`src/rtl/pic_cascade_pkg.sv`:
```
package pic_cascade_pkg;
  localparam int LINES  = 8;
  localparam int LINE_W = $clog2(LINES);
  localparam int DATA_W = 8;

  localparam logic [DATA_W-1:0] MASTER_TRIG_MASK = 8'hF8;
  localparam logic [DATA_W-1:0] SLAVE_TRIG_MASK  = 8'hDE;

  localparam logic [2:0] CMD_NSEOI = 3'b001;
  localparam logic [2:0] CMD_SEOI  = 3'b011;

  typedef enum logic [1:0] {
    RD_NONE,
    RD_CTL0,
    RD_CTL1,
    RD_TRIG
  } rd_src_e;
endpackage

```
`src/rtl/pic_line_ctrl.sv`:
```
module pic_line_ctrl
  import pic_cascade_pkg::*;
#(
  parameter int N  = LINES,
  parameter int DW = DATA_W
) (
  input  logic                 clk_i,
  input  logic                 rst_ni,
  input  logic                 req_we_i,
  input  logic [$clog2(N)-1:0] req_line_i,
  input  logic                 req_level_i,
  input  logic [N-1:0]         pulse_i,
  input  logic [N-1:0]         trig_i,
  input  logic                 wr_i,
  input  logic                 reg_sel_i,
  input  logic [DW-1:0]        wdata_i,
  input  logic                 ack_i,
  output logic                 win_valid_o,
  output logic [$clog2(N)-1:0] win_line_o,
  output logic [DW-1:0]        base_o,
  output logic [DW-1:0]        rdata_o
);
  localparam int LW = $clog2(N);
  localparam logic [DW-1:0] BASE_MASK = {DW{1'b1}} << LW;

  logic [N-1:0]  irr_q, irr_d, last_q, last_d, isr_q, isr_d, imr_q, imr_d;
  logic [DW-1:0] base_q, base_d;
  logic          arm_q, arm_d, rsel_q, rsel_d;
  logic [LW:0]   req_pick, isr_pick;

  function automatic logic [LW:0] lowest(input logic [N-1:0] v);
    logic [LW:0] r;
    r = '0;
    for (int i = N - 1; i >= 0; i--) begin
      if (v[i]) r = {1'b1, LW'(i)};
    end
    return r;
  endfunction

  assign req_pick    = lowest(irr_q & ~imr_q);
  assign isr_pick    = lowest(isr_q);
  assign win_valid_o = req_pick[LW] && (!isr_pick[LW] || (req_pick[LW-1:0] < isr_pick[LW-1:0]));
  assign win_line_o  = req_pick[LW-1:0];
  assign base_o      = base_q;
  assign rdata_o     = reg_sel_i ? DW'(imr_q) : (rsel_q ? DW'(isr_q) : DW'(irr_q));

  always_comb begin
    irr_d  = irr_q;
    last_d = last_q;
    isr_d  = isr_q;
    imr_d  = imr_q;
    base_d = base_q;
    arm_d  = arm_q;
    rsel_d = rsel_q;
    if (req_we_i) begin
      if (trig_i[req_line_i]) irr_d[req_line_i] = req_level_i;
      else if (req_level_i && !last_q[req_line_i]) irr_d[req_line_i] = 1'b1;
      last_d[req_line_i] = req_level_i;
    end
    irr_d = irr_d | pulse_i;
    if (ack_i && win_valid_o) begin
      isr_d[win_line_o] = 1'b1;
      if (!trig_i[win_line_o]) irr_d[win_line_o] = 1'b0;
    end
    if (wr_i) begin
      if (!reg_sel_i) begin
        if (wdata_i[4]) begin
          imr_d  = '0;
          isr_d  = '0;
          arm_d  = 1'b1;
          rsel_d = 1'b0;
        end else if (wdata_i[3]) begin
          if (wdata_i[1]) rsel_d = wdata_i[0];
        end else if (wdata_i[7:5] == CMD_NSEOI) begin
          if (isr_pick[LW]) isr_d[isr_pick[LW-1:0]] = 1'b0;
        end else if (wdata_i[7:5] == CMD_SEOI) begin
          isr_d[wdata_i[LW-1:0]] = 1'b0;
        end
      end else if (arm_q) begin
        base_d = wdata_i & BASE_MASK;
        arm_d  = 1'b0;
      end else begin
        imr_d = wdata_i[N-1:0];
      end
    end
  end

  always_ff @(posedge clk_i or negedge rst_ni) begin
    if (!rst_ni) begin
      irr_q  <= '0;
      last_q <= '0;
      isr_q  <= '0;
      imr_q  <= '0;
      base_q <= '0;
      arm_q  <= 1'b0;
      rsel_q <= 1'b0;
    end else begin
      irr_q  <= irr_d;
      last_q <= last_d;
      isr_q  <= isr_d;
      imr_q  <= imr_d;
      base_q <= base_d;
      arm_q  <= arm_d;
      rsel_q <= rsel_d;
    end
  end
endmodule

```
`src/rtl/pic_port_decode.sv`:
```
module pic_port_decode
  import pic_cascade_pkg::*;
#(
  parameter int              AW        = 16,
  parameter int              LEN_W     = 3,
  parameter logic [AW-1:0]   CTL0_ADDR = 16'h0020,
  parameter logic [AW-1:0]   CTL1_ADDR = 16'h00A0,
  parameter logic [AW-1:0]   TRIG_ADDR = 16'h04D0
) (
  input  logic [AW-1:0]    addr_i,
  input  logic [LEN_W-1:0] len_i,
  input  logic             wr_i,
  input  logic             rd_i,
  output logic [1:0]       ctl_wr_o,
  output logic [1:0]       trig_wr_o,
  output logic             reg_sel_o,
  output rd_src_e          rd_src_o
);
  logic byte_ok, hit_c0, hit_c1, hit_t, wr_ok, rd_ok;

  assign byte_ok   = (len_i == LEN_W'(1));
  assign hit_c0    = (addr_i[AW-1:1] == CTL0_ADDR[AW-1:1]);
  assign hit_c1    = (addr_i[AW-1:1] == CTL1_ADDR[AW-1:1]);
  assign hit_t     = (addr_i[AW-1:1] == TRIG_ADDR[AW-1:1]);
  assign wr_ok     = wr_i && byte_ok;
  assign rd_ok     = rd_i && byte_ok;
  assign reg_sel_o = addr_i[0];
  assign ctl_wr_o  = {hit_c1 && wr_ok, hit_c0 && wr_ok};
  assign trig_wr_o = {hit_t && wr_ok && addr_i[0], hit_t && wr_ok && !addr_i[0]};

  always_comb begin
    rd_src_o = RD_NONE;
    if (rd_ok) begin
      if (hit_c0)      rd_src_o = RD_CTL0;
      else if (hit_c1) rd_src_o = RD_CTL1;
      else if (hit_t)  rd_src_o = RD_TRIG;
    end
  end
endmodule

```
`src/rtl/pic_cascade_ack.sv`:
```
module pic_cascade_ack
  import pic_cascade_pkg::*;
#(
  parameter int            AW        = 16,
  parameter int            LEN_W     = 3,
  parameter int            CAS_LINE  = 2,
  parameter logic [AW-1:0] CTL0_ADDR = 16'h0020,
  parameter logic [AW-1:0] CTL1_ADDR = 16'h00A0,
  parameter logic [AW-1:0] TRIG_ADDR = 16'h04D0
) (
  input  logic               clk_i,
  input  logic               rst_ni,
  input  logic               irq_set_i,
  input  logic [LINE_W:0]    irq_num_i,
  input  logic               irq_level_i,
  input  logic [AW-1:0]      io_addr_i,
  input  logic [LEN_W-1:0]   io_len_i,
  input  logic               io_wr_i,
  input  logic               io_rd_i,
  input  logic [DATA_W-1:0]  io_wdata_i,
  output logic [DATA_W-1:0]  io_rdata_o,
  input  logic               ack_i,
  output logic               int_o,
  output logic [DATA_W-1:0]  vector_o,
  output logic               vector_valid_o
);
  localparam int N  = LINES;
  localparam int LW = LINE_W;
  localparam int DW = DATA_W;
  localparam logic [LW-1:0] CAS  = LW'(CAS_LINE);
  localparam logic [LW-1:0] SPUR = LW'(N - 1);
  localparam logic [1:0][DW-1:0] TRIG_MASKS = {SLAVE_TRIG_MASK, MASTER_TRIG_MASK};

  logic [1:0]          ctl_wr, trig_wr, ctl_ack, win_valid;
  logic                reg_sel;
  rd_src_e             rd_src;
  logic [1:0][DW-1:0]  trig_q, base, ctl_rdata;
  logic [1:0][N-1:0]   pulse;
  logic [1:0][LW-1:0]  win_line;
  logic                m_valid, s_valid, s_ack, cas_q, vec_valid_q;
  logic [LW-1:0]       m_line, s_line;
  logic [DW-1:0]       m_base, s_base, vec_d, vector_q, rd_mux, rdata_q;

  pic_port_decode #(
    .AW(AW), .LEN_W(LEN_W), .CTL0_ADDR(CTL0_ADDR), .CTL1_ADDR(CTL1_ADDR), .TRIG_ADDR(TRIG_ADDR)
  ) i_decode (
    .addr_i   (io_addr_i),
    .len_i    (io_len_i),
    .wr_i     (io_wr_i),
    .rd_i     (io_rd_i),
    .ctl_wr_o (ctl_wr),
    .trig_wr_o(trig_wr),
    .reg_sel_o(reg_sel),
    .rd_src_o (rd_src)
  );

  assign m_valid = win_valid[0];
  assign m_line  = win_line[0];
  assign m_base  = base[0];
  assign s_valid = win_valid[1];
  assign s_line  = win_line[1];
  assign s_base  = base[1];
  assign s_ack   = ack_i && m_valid && (m_line == CAS);
  assign ctl_ack = {s_ack, ack_i};
  assign pulse[0] = N'(cas_q) << CAS_LINE;
  assign pulse[1] = '0;

  for (genvar c = 0; c < 2; c++) begin : g_ctl
    always_ff @(posedge clk_i or negedge rst_ni) begin
      if (!rst_ni)         trig_q[c] <= '0;
      else if (trig_wr[c]) trig_q[c] <= io_wdata_i & TRIG_MASKS[c];
    end

    pic_line_ctrl #(.N(N), .DW(DW)) i_ctl (
      .clk_i      (clk_i),
      .rst_ni     (rst_ni),
      .req_we_i   (irq_set_i && (irq_num_i[LW] == 1'(c))),
      .req_line_i (irq_num_i[LW-1:0]),
      .req_level_i(irq_level_i),
      .pulse_i    (pulse[c]),
      .trig_i     (trig_q[c][N-1:0]),
      .wr_i       (ctl_wr[c]),
      .reg_sel_i  (reg_sel),
      .wdata_i    (io_wdata_i),
      .ack_i      (ctl_ack[c]),
      .win_valid_o(win_valid[c]),
      .win_line_o (win_line[c]),
      .base_o     (base[c]),
      .rdata_o    (ctl_rdata[c])
    );
  end

  always_comb begin
    if (!m_valid)          vec_d = m_base | DW'(SPUR);
    else if (m_line == CAS) vec_d = s_valid ? (s_base | DW'(s_line)) : (s_base | DW'(SPUR));
    else                    vec_d = m_base | DW'(m_line);
  end

  always_comb begin
    case (rd_src)
      RD_CTL0: rd_mux = ctl_rdata[0];
      RD_CTL1: rd_mux = ctl_rdata[1];
      RD_TRIG: rd_mux = trig_q[reg_sel];
      default: rd_mux = '0;
    endcase
  end

  always_ff @(posedge clk_i or negedge rst_ni) begin
    if (!rst_ni) begin
      vector_q    <= '0;
      vec_valid_q <= 1'b0;
      cas_q       <= 1'b0;
      rdata_q     <= '0;
    end else begin
      if (ack_i) vector_q <= vec_d;
      vec_valid_q <= ack_i;
      // a slave served by this acknowledge must not be re-forwarded
      cas_q       <= s_valid && !s_ack;
      rdata_q     <= rd_mux;
    end
  end

  assign int_o          = m_valid;
  assign vector_o       = vector_q;
  assign vector_valid_o = vec_valid_q;
  assign io_rdata_o     = rdata_q;
endmodule

```
`config.mk`:
```
export PLATFORM = sky130hd
export DESIGN_NAME = pic_cascade_ack
export DESIGN_NICKNAME = d
export VERILOG_FILES = /design/src/rtl/pic_cascade_pkg.sv /design/src/rtl/pic_line_ctrl.sv /design/src/rtl/pic_port_decode.sv /design/src/rtl/pic_cascade_ack.sv
export SDC_FILE = /design/constraint.sdc
export NUM_CORES = 1
export LEC_CHECK = 0
export ABC_AREA = 1
export BUFFER_PORTS_ARGS = -buffer_cell sky130_fd_sc_hd__buf_2
export CAP_MARGIN = 20
export CORE_ASPECT_RATIO = 0.5
export CORE_UTILIZATION = 40
export DETAILED_ROUTE_END_ITERATION = 6
export GPL_TIMING_DRIVEN = 0
export PLACE_DENSITY_LB_ADDON = 0.15
export REMOVE_ABC_BUFFERS = 1
export SETUP_SLACK_MARGIN = 0.02
export SYNTH_ARGS = -nofsm -noshare
export SYNTH_HDL_FRONTEND = slang
export SYNTH_SLANG_ARGS = --single-unit
```
`constraint.sdc`:
```
create_clock -name clk_i -period 2 [get_ports clk_i]
set_clock_uncertainty 0.2 [all_clocks]
set_input_delay 0.4 -clock clk_i [delete_from_list [all_inputs] [get_ports clk_i]]
set_output_delay 0.4 -clock clk_i [all_outputs]
set_load 0.05 [all_outputs]
```
# Word-level counts from Yosys, hierarchy flattened

Cells that the tools add are included.
Widths: inputs -> output; s select.

Order comparisons: 15
Equality and inequality tests: 12
Multiplexer cells: 110
Bitwise operators: 24
Reductions and logical operators: 42

Operators by type and width:

| cell                 | count |
|---|---|
| $mux 8               | 40 |
| $mux 4               | 32 |
| $and 8x8->8          | 8 |
| $not 8->8            | 7 |
| $bwmux 8             | 4 |
| $or 8x8->8           | 4 |
| $lt 3x4->1 const B   | 6 |
| $or 8x3->8           | 3 |
| $pmux 8 s3           | 1 |
| $logic_and 1x1->1    | 23 |
| $bmux 1 s3           | 6 |
| $demux 1 s3          | 6 |
| $ge 3x1->1 const B   | 6 |
| $mux 1               | 17 |
| $eq 15x10->1 const B | 1 |
| $eq 15x5->1 const B  | 1 |
| $eq 15x7->1 const B  | 1 |
| $reduce_and 3->1     | 4 |
| $mux 2               | 4 |
| $reduce_and 4->1     | 2 |
| $eq 3x1->1 const B   | 2 |
| $eq 3x2->1 const B   | 2 |
| $logic_not 1->1      | 6 |
| $lt 3x3->1           | 2 |
| other kinds (8)      | 15 |

Bits in registers: 107
Input port bits: 38
Output and inout port bits: 18
Word-level logic and storage cells: 223

# Longest topological paths before layout

Word-level depth: 24
Mapped depth: 19
Depth with buffers taken out: 19

# By module

Synthesis repeated with hierarchy kept, for this count alone.

Cell total of the unflattened synthesis: 1026
Area, all modules: 6961.7 um^2

By module, submodules not included:

| module                         | instances | cells each | area an instance (um^2) |
|---|---|---|---|
| pic_line_ctrl (g_ctl[0].i_ctl) | 1         | 411        | 2716.4 |
| pic_line_ctrl (g_ctl[1].i_ctl) | 1         | 400        | 2656.3 |
| pic_cascade_ack                | 1         | 173        | 1400.1 |
| pic_port_decode                | 1         | 42         | 188.9 |

# Worst setup path before layout

Ideal clock, no wire load.

Kind: register -> register
From: register g_ctl[0].i_ctl.irr_q[0]
To: register vector_q[3], in the netlist vector_o[3]
Library setup time: 0.122 ns
Data arrival time: 1.991 ns
Slack: -0.313 ns
Cell stages (with the launch flop): 17
Path through: dfrtp_1 nand2_1 nand2_1 nor2_2 o21ai_2 inv_2 ha_1 inv_1 nor2_2 nand2_2 nand2_2 nand2_4 nand2_1 inv_2 nand2_1 nor2_1 o21ai_1

Cells in the longest elaborated chain, start to end: 6
Elaborated cells between the ends (all ways): 8

Ends and longest elaborated chain:

| what                   | RTL line               | source |
|---|---|---|
| start, declared        | pic_line_ctrl.sv:26    | `logic [N-1:0] irr_q, irr_d, last_q, last_d, isr_q, isr_d, imr_q, imr_d;` |
| start signal, assigned | pic_line_ctrl.sv:98    | `irr_q <= irr_d;` |
| $and 8x8->8 *          | pic_line_ctrl.sv:40    | `assign req_pick = lowest(irr_q & ~imr_q);` |
| $mux 4 *               | pic_line_ctrl.sv:35    | `if (v[i]) r = {1'b1, LW'(i)};` |
| $lt 3x3->1             | pic_line_ctrl.sv:42    | `assign win_valid_o = req_pick[LW] && (!isr_pick[LW] \|\| (req_pick[LW-1:0] < isr_pick[LW-1:0]));` |
| $logic_or 1x1->1       | pic_line_ctrl.sv:42    |  |
| $logic_and 1x1->1 *    | pic_line_ctrl.sv:42    |  |
| via int_o              | pic_cascade_ack.sv:23  | `output logic int_o,` |
| $mux 8 *               | pic_cascade_ack.sv:94  | `if (!m_valid) vec_d = m_base \| DW'(SPUR);` |
| end signal, assigned   | pic_cascade_ack.sv:115 | `if (ack_i) vector_q <= vec_d;` |
| end, declared          | pic_cascade_ack.sv:42  | `logic [DW-1:0] m_base, s_base, vec_d, vector_q, rd_mux, rdata_q;` |

Mark *: on every way through the listed nets, which the timed path passes. The rest lies on a longest branch.
A chain may end at the register's enable or synchronous reset.

# Worst setup path after layout

From: register g_ctl[0].i_ctl.isr_q[2]
To: output port int_o

Cells in the longest elaborated chain, start to end: 6
Elaborated cells between the ends (all ways): 7

Ends and longest elaborated chain:

| what                                          | RTL line              | source |
|---|---|---|
| start, declared                               | pic_line_ctrl.sv:26   |  |
| start signal, assigned                        | pic_line_ctrl.sv:100  | `isr_q <= isr_d;` |
| $mux 4 * (3 in a row)                         | pic_line_ctrl.sv:35   |  |
| $lt 3x3->1 or $logic_not 1->1 (tied branches) | pic_line_ctrl.sv:42   |  |
| $logic_or 1x1->1 *                            | pic_line_ctrl.sv:42   |  |
| $logic_and 1x1->1 *                           | pic_line_ctrl.sv:42   |  |
| end, declared                                 | pic_cascade_ack.sv:23 |  |

Mark *: on every way between the ends. The rest lies on a longest branch, timed or not.

==> results.json <==
{
  "setup_ws_ps": -753,
  "p_leak_nw": 3.91,
  "crit_arrival_ps": 2150,
  "antenna_found_initial": 1,
  "wl_per_cell_um": 17.4,
  "synthArstFlopShare": 1.00,
  "r2r_cells": 18,
  "grt_pass1_wl_mm": 34.7,
  "hold_viol_final": 0,
  "hold_ws_ps": 121,
  "cts_buffers": 9,
  "drt-initial-drc-count": 641,
  "post-route-util": 0.537,
  "synth_flop_cell": "dfrtp_1",
  "via_per_inst": 5.38,
  "fmax_mhz": 363,
  "grt_max_degree": 68,
  "netlist_instances": 964,
  "cp-start-kind": "flop",
  "avgSynthCellArea_um2": 6.94,
  "worst_pin_slew_ps": 594,
  "vias": 6965,
  "route.detailed.drc": 0,
  "die_y_um": 93.5,
  "critPathMaxFanout": 3,
  "coreArea_mm2": 0.0159,
  "crit_path_start": "g_ctl[0].i_ctl.isr_q[2]",
  "cts.clk_slew.worst_paths_ps": 80,
  "maxCapViolations": 0,
  "cp_data_required_time_ps": 1400,
  "syn-cell-area_mm2": 0.00669,
  "rsz0062_at_grt": "yes",
  "r2r-start": "g_ctl[0].i_ctl.isr_q[2]",
  "grt.total_usage": 0.269,
  "finalCritPeriodShare": 1.38,
  "wl_mm": 22.5,
  "htreeDepth": 3,
  "slew_headroom": 0.603,
  "clock_path_buffers": 2,
  "power.total_mw": 5.98,
  "initial_core_util": 0.422,
  "die_w_um": 185,
  "ir_worst_vdd_uv": 419,
  "gp_congestion": 0.941,
  "violations": "negative setup slack",
  "endpoint_kind": "output pin",
  "min_period_ps": 2750,
  "rows": 32,
  "cts-root-buf": "clkbuf_16",
  "fp.dieArea_mm2": 0.0173,
  "clock_sink_count": 107,
  "power.density_mw_per_mm2": 703,
  "holdCritPathClass": "primary input to flop",
  "drive_gt1_frac": 0.263,
  "hp-start": "ack_i",
  "synth_edf_count": 0,
  "drt_pass1_iterations": 5,
  "hold_depth": 1,
  "yosysSeqAreaShare": 0.400,
  "grt_pass1_vias": 6434,
  "area_growth_pct": 27.2,
  "diodes": 0,
  "ys_types": 43,
  "synth_warnings": 0,
  "maxSlewViolCount": 0,
  "num_io_pins": 56,
  "setup_viol": 48,
  "final_antenna_net_count": 0,
  "status": "finished with violations",
  "clock_latency_ps": 350,
  "place.port_buffers": 55,
  "synth_seq_cells": 107,
  "cts_tree": "built",
  "fin_nets": 1110,
  "dp_hpwl_mm": 16.1,
  "overflow": 0,
  "setup.worst_path.class": "flop to output pin"
}
cells in the mapped netlist (10+ instances only):
| master | number | share of area |
|---|---|---|
| o21ai_0 | 94 | 0.070 |
| nand2_1 | 224 | 0.13 |
| nand2_2 | 15 | 0.014 |
| nand3_1 | 38 | 0.028 |
| inv_1 | 129 | 0.072 |
| inv_2 | 20 | 0.011 |
| a31oi_1 | 12 | 0.011 |
| clkbuf_1 | 15 | 0.0084 |
| nor2_1 | 112 | 0.063 |
| o211ai_1 | 10 | 0.011 |
| a21oi_1 | 80 | 0.060 |
| nand4_1 | 10 | 0.0093 |
| dfrtp_1 | 107 | 0.40 |
| o21ai_1 | 13 | 0.0097 |
where the power goes:
| part | internal, mW | leakage, nW | switching [mW] | total, mW |
|---|---|---|---|---|
| combinational | 0.528 | 2.42 | 1.07 | 1.60 |
| sequential | 2.33 | 1.33 | 0.135 | 2.46 |
| clock | 1.01 | 0.156 | 0.912 | 1.92 |
logic make-up (layout without fill, tap and decap cells):
kind of cell    count (synthesis)  count (layout)  synth area share
flops                         107             107             0.400
mux                             2               2           0.00299
fa+ha+maj                       3               3           0.00561
buf+inv                       172             282            0.0991
simple gates                  437             437             0.289
compound gates                243             243             0.203
flip-flops by register name, indices dropped and copies added (netlist names):
register,count
io_rdata_o,8
cas_q,1
vector_valid_o,1
g_ctl.i_ctl.rsel_q,2
g_ctl.i_ctl.isr_q,16
trig_q,11
g_ctl.i_ctl.last_q,16
g_ctl.i_ctl.imr_q,16
vector_o,8
g_ctl.i_ctl.base_o,10
g_ctl.i_ctl.arm_q,2
g_ctl.i_ctl.irr_q,16
layout make-up:
cell class | count | area, um^2
fillers | 1538 | 7340
multi-input cells | 685 | 3750
inverters | 151 | 583
clock inverters | 7 | 92.6
repair inverters | 1 | 5.00
flip-flops and latches | 107 | 2680
well taps | 221 | 277
clock buffers | 9 | 225
repair buffers | 114 | 898
worst max-delay path, stage by stage, from the launching register on:
cell,delay [ps]
dfrtp_1,430
nor2_4,170
inv_2,60
nor2_4,140
o31ai_4,90
ha_1,300
inv_2,40
nor2_2,110
nand2_2,60
nand2_2,70
nand2_4,60
nand2_4,80
inv_4,40
buf_8,140
final timing paths:
kind	endpoint	slack [ps]
setup / recovery	int_o	-750
hold / removal	vector_valid_o	120
setup reg to reg	g_ctl[1].i_ctl.isr_q[0]	-690
hold reg to reg	g_ctl[1].i_ctl.imr_q[4]	290
max in group asynchronous	g_ctl[1].i_ctl.isr_q[0]	460
min in group asynchronous	g_ctl[1].i_ctl.base_o[5]	380
cells in the final DEF (no fill, tap or decap), drive strengths merged, types with 11 or more instances in the layout:
master,synthesis,layout
o21ai,114,114
nor2,125,125
a21oi,84,84
nand4,11,11
buf,6,113
nand3,43,43
inv,149,152
nand2,242,242
dfrtp,107,107
a31oi,12,12
metal layers:
layer	global-route usage	routed length, um
met1	0.400	10900
met2	0.401	9660
met3	0.0522	1660
met4	0.0544	280
met5	0	12
per-stage QoR:
step	setup slack, ps	instances	setup TNS, ps	cell area (um^2)
after CTS	-628	1281	-16850	8140
after floorplan	-313	943	-6620	6600
after global routing	-834	1295	-30180	8510
after global placement	-976	1219	-141100	7150
after detailed placement	-751	1221	-38400	7180
final	-753	1295	-25140	8510
repair_timing:
action,CTS,global route
hold buffers,1,0
pin swaps,25,28
endpoints found under the setup margin,57,67
buffers inserted,40,15
cloned,3,0
endpoints found under the hold margin,40,0
resized for setup,74,59
Power figures use the tool's default switching activity.
